<file path="src/rtl/esf_dl_extract.sv">
module esf_dl_extract #(
  parameter int FRAME_W = 5
) (
  input  logic               clk,
  input  logic               rst_n,
  input  logic               rx_data,
  input  logic               fbit_stb,
  input  logic [FRAME_W-1:0] frame_num,
  input  logic [1:0]         bw_sel,
  input  logic [1:0]         dest_sel,
  output logic               rx_ser,
  output logic               oh_bit,
  output logic               oh_stb,
  output logic               dl_bit,
  output logic               dl_stb
);

  localparam logic [1:0] BW_HALF_A = 2'b01;
  localparam logic [1:0] BW_HALF_B = 2'b10;
  localparam logic [1:0] DST_CONS  = 2'b00;
  localparam logic [1:0] DST_OH    = 2'b10;
  localparam logic [1:0] DST_FORCE = 2'b11;

  logic slot, pick, force_one;

  assign slot = fbit_stb & frame_num[0];

  always_comb begin
    case (bw_sel)
      BW_HALF_A: pick = slot & ~frame_num[1];
      BW_HALF_B: pick = slot &  frame_num[1];
      default:   pick = slot;
    endcase
  end

  assign force_one = slot & (dest_sel == DST_FORCE);

  always_ff @(posedge clk) begin
    if (!rst_n) begin
      rx_ser <= 1'b0;
      oh_bit <= 1'b0;
      oh_stb <= 1'b0;
      dl_bit <= 1'b0;
      dl_stb <= 1'b0;
    end else begin
      rx_ser <= rx_data | force_one;
      oh_stb <= pick & (dest_sel == DST_OH);
      oh_bit <= pick & (dest_sel == DST_OH) & rx_data;
      dl_stb <= pick & (dest_sel == DST_CONS);
      dl_bit <= pick & (dest_sel == DST_CONS) & rx_data;
    end
  end

  p_reset_r1: assert property (@(posedge clk)
    $past(!rst_n) |-> !(rx_ser | oh_bit | oh_stb | dl_bit | dl_stb));

  p_pass_r2: assert property (@(posedge clk) disable iff (!rst_n)
    !(fbit_stb && frame_num[0] && dest_sel == 2'b11) |=> rx_ser == $past(rx_data));

  p_slot_only_r3: assert property (@(posedge clk) disable iff (!rst_n)
    (oh_stb || dl_stb) |-> ($past(fbit_stb) && $past(frame_num[0])));

  p_cons_dest_r7: assert property (@(posedge clk) disable iff (!rst_n)
    dl_stb |-> ($past(dest_sel) == 2'b00 && dl_bit == $past(rx_data)));

  p_oh_dest_r9: assert property (@(posedge clk) disable iff (!rst_n)
    oh_stb |-> ($past(dest_sel) == 2'b10 && oh_bit == $past(rx_data)));

  p_force_r10: assert property (@(posedge clk) disable iff (!rst_n)
    (fbit_stb && frame_num[0] && dest_sel == 2'b11) |=> (rx_ser && !oh_stb && !dl_stb));

  p_excl_r12: assert property (@(posedge clk) disable iff (!rst_n)
    $countones({oh_stb, dl_stb}) <= 1 && (oh_stb || !oh_bit) && (dl_stb || !dl_bit));

endmodule

</file>
<file path="config.mk">
export PLATFORM = sky130hd
export DESIGN_NAME = esf_dl_extract
export DESIGN_NICKNAME = d
export VERILOG_FILES = /design/src/rtl/esf_dl_extract.sv
export SDC_FILE = /design/constraint.sdc
export NUM_CORES = 1
export LEC_CHECK = 0
export BUFFER_PORTS_ARGS = -buffer_cell sky130_fd_sc_hd__buf_2
export CAP_MARGIN = 5
export CORE_AREA = 2 2 39 41
export CTS_BUF_LIST = sky130_fd_sc_hd__clkbuf_2
export CTS_CLUSTER_DIAMETER = 200
export DETAILED_ROUTE_END_ITERATION = 16
export DIE_AREA = 0 0 41 43
export GPL_ROUTABILITY_DRIVEN = 0
export PLACE_DENSITY = 0.39
export SYNTH_ARGS = -nofsm -noshare
export SYNTH_HDL_FRONTEND = slang
export SYNTH_SLANG_ARGS = --single-unit
</file>
<file path="constraint.sdc">
create_clock -name clk -period 1 [get_ports clk]
set_clock_uncertainty 0.15 [all_clocks]
set_input_delay 0.05 -clock clk [delete_from_list [all_inputs] [get_ports clk]]
set_output_delay 0.05 -clock clk [all_outputs]
set_load 0.02 [all_outputs]
</file>
Word-level counts from Yosys, hierarchy flattened
Cells that the tools add are included.
- add/sub/neg operators: 0
- $mul: 0
- div/mod/pow operators: 0
- order comparisons: 0
- equal/unequal tests: 4
- shift-type cells: 0
- multiplexer cells: 1
- bitwise operators: 10
- reductions and logical operators: 1
- operators with widths (kind ; count):
    $and 1x1->1 ; 8
    $eq 2x2->1 const B ; 3
    $eq 2x1->1 const B ; 1
    $logic_not 2->1 ; 1
    $pmux 1 s2 ; 1
    $not 1->1 ; 1
    $or 1x1->1 ; 1
- register bits: 5
- latch bits: 0
- bits in writable memories: 0
- ROM bits: 0
- input port bits: 13
- output and inout bits: 5
- word-level logic and storage cells: 21
- memories: 0

Depth between registers and ports, before layout
- depth in word-level cells: 5
- gate-level depth with buffers: 4
- depth with buffers taken out: 4

Worst setup path after synthesis
OpenSTA, ideal clock, no wires.
- kind: input to register
- start: input port bw_sel[0]
- end: register dl_bit
- library setup time: 0.103 ns
- arrival time: 0.797 ns
- data required time: 0.747 ns
- path slack: -0.050 ns
- stages: 4
- buffers on the path: 0
- path through: inv_1 ha_1 xor2_1 a2111oi_2
- word-level cells in the longest chain between the ends: 4
- elaborated cells on any way between the ends: 5
- classes of those cells: eq/ne (2); mux (1); bitwise (2)
- ends and longest elaborated chain (item ; line ; RTL):
    start: declaration ; 9 ; input logic [1:0] bw_sel,
    $eq 2x2->1 or $eq 2x1->1 (tied branches) ; 29 ; case (bw_sel)
    $pmux 1 s2 * ; 29 ;
    $and 1x1->1 * (2 in a row) ; 50 ; dl_bit <= pick & (dest_sel == DST_CONS) & rx_data;
    end signal: assignment ; 50 ;
    end: declaration ; 14 ; output logic dl_bit,
Every way passes the cells marked *; elsewhere a longest branch is shown, timed or not.
A chain may end at the register's enable or synchronous reset.

Final worst setup path
- start: input port bw_sel[0]
- end: register oh_bit
- word-level cells in the longest chain between the ends: 4
- elaborated cells on any way between the ends: 5
- classes of those cells: eq/ne (2); mux (1); bitwise (2)
- ends and longest elaborated chain (item ; line ; RTL):
    $eq 2x2->1 or $eq 2x1->1 (tied branches) ; 29 ;
    $pmux 1 s2 * ; 29 ;
    $and 1x1->1 * (2 in a row) ; 48 ; oh_bit <= pick & (dest_sel == DST_OH) & rx_data;
    end signal: assignment ; 48 ;
    end: declaration ; 12 ; output logic oh_bit,
Marks and branches as above.

==> results.cfg <==
[run_status]
status = finished with violations
violations = hold timing

[floorplan]
die_x_um = 41
initial_core_util_pct = 15.2
dieArea_mm2 = 0.00176
coreArea_mm2 = 0.00138
die_h_um = 43
ios = 18
rows = 14

[worst_setup_path]
cp_max_fo = 4
cp.required_ns = 0.96
crit_type = primary input to register
cp-end-kind = register
arrival_ns = 0.91
startpoint_type = primary input

[final_layout]
final_cell_mix = 14 x buf_2, 5 x dfxtp_1, 4 x inv_1, 4 x clkbuf_2, 4 x dlygate4sd3_1
stdcell_count = 57
syn2layout_area_growth_pct = 85.7
layout-drive-gt1-share_pct = 58.5
finalNetCount = 56
fillers = 153
num_antenna_cells = 0
final_common_cell = buf_2

[grt]
grt_max_degree = 5
grt_pass1_wl_um = 710
grt_pass1_vias = 206
grt_antenna_before_repair = 0
grt_overflow = 0
grt_util_all_layers_pct = 6.53

[detailed_routing]
routed_via_density = 3.75
firstDrtPassIters = 1
drc = 0
vias = 214
routedWlPerCell_um = 8.93
wl_um = 509
ant_nets = 0
drt_iter0_markers = 0

[yosys]
syn_avg_cell_area_um2 = 11.7
synth-seq-cells = 5
ys_seq_area_share_pct = 47.6
synthDistinctLibCells = 9
syn_area_um2 = 210
syn_inst = 18
yosysWarnings = 0
synth.net_count = 32

[clocking]
clk_path_buf_depth = 2
cts_tree = yes
clock_sinks = 5
cts_hold_buf = 4
cts_buffers = 3
clk_pin_slew_ns = 0.05
cts-root-buf = clkbuf_2
cts_setup_buffers = 0
h-tree-depth = 1

[sta]
worstMarginPinSlew_ns = 0.303
slew_headroom_pct = 79.8
final_hold_viol_count = 2
setup_violations = 0
min_period_over_period_pct = 94.2
max_freq_mhz = 1060
setup_ws_ns = 0.0580
min_period_ns = 0.942
grt_setup_unrepaired = false
drv_slew = 0
holdWs_ns = -0.0927
finalSetupTns_ns = 0

[pwr]
leakage_nw = 0.188
powerDensity_mw_per_mm2 = 1220
irDropWorstVdd_uv = 227

[placement]
post-place-ws_ns = -0.175
dpl.hpwl_um = 404
dp.cells = 49
io_buffers = 14

[hold_path]
hold_class = primary input to register

[job]
drv_cap = 0
[flip-flops by register name (all words and copies together) (netlist names)]
register,count
oh_bit,1
oh_stb,1
dl_stb,1
rx_ser,1
dl_bit,1
[layer usage]
metal,track usage (%),wire length [µm],up-vias,share of wire (%)
met3,0,43,2,8.4
met1,6.45,181,92,36
met4,10.0,19,0,3.7
met2,9.38,264,10,52
met5,0,0,-,0
li1,-,-,110,-
[report_power, final]
part,leakage [nW],total (mW),switching [mW],internal (mW)
clock,0.0166,0.183,0.0769,0.106
sequential,0.0406,0.205,0.000848,0.204
combinational,0.131,0.0872,0.0473,0.0399
total,0.188,0.475,0.125,0.350
[area by class of cell]
type / instances / area [µm²] / area share, %
Inverter: 4 / 15.0 / 3.85
Timing Repair Buffer: 19 / 118 / 30.1
Tap cell: 16 / 20.0 / 5.13
Clock buffer: 4 / 20.0 / 5.13
Sequential cell: 5 / 100 / 25.6
Multi-Input combinational cell: 9 / 118 / 30.1
[critical path: stages]
cell	delay, ns
buf_2	0.08
inv_1	0.03
ha_2	0.29
inv_1	0.10
a2111oi_4	0.36
[final timing paths]
kind	startpoint	endpoint	cells past startpoint	slack (ns)
worst min-delay path	dest_sel[1]	dl_stb	2	-0.09
worst max-delay path	bw_sel[0]	oh_bit	5	0.06
[synth_stat cells]
| cell type | n | area share (%) |
|---|---|---|
| ha_1 | 1 | 6.0 |
| dfxtp_1 | 5 | 48 |
| xor2_1 | 1 | 4.2 |
| a21boi_1 | 1 | 3.6 |
| inv_1 | 4 | 7.1 |
| nand4_1 | 1 | 3.0 |
| a2111oi_2 | 2 | 14 |
| nand4b_2 | 1 | 7.1 |
| a211oi_1 | 2 | 7.1 |
[through the flow]
step / util (%) / total power, mW / area [µm²]
global route: 28.2 / 0.498 / 390
CTS: 27.3 / 0.477 / 378
finish: 28.2 / 0.475 / 390
global placement: 23.0 / 0.275 / 318
detailed placement: 23.0 / 0.278 / 318
floorplan: - / 0.245 / 220
[kinds of logic (layout without fill, tap and decap cells)]
group	count (synthesis)	count (layout)	share of synthesized area, %
adders and majority gates	1	1	5.95
buffers and inverters	4	27	7.14
xor gates and xnor gates	1	1	4.17
DFF	5	5	47.6
AOI/OAI and AO/OA	5	5	25.0
and+or+nand+nor	2	2	10.1
[repair_timing]
| item | CTS | global route |
|---|---|---|
| endpoints found under the hold margin | 5 | 2 |
| gates resized for setup | 0 | 1 |
| setup endpoints to repair | 0 | 1 |
(Power assumes the default switching activity.)
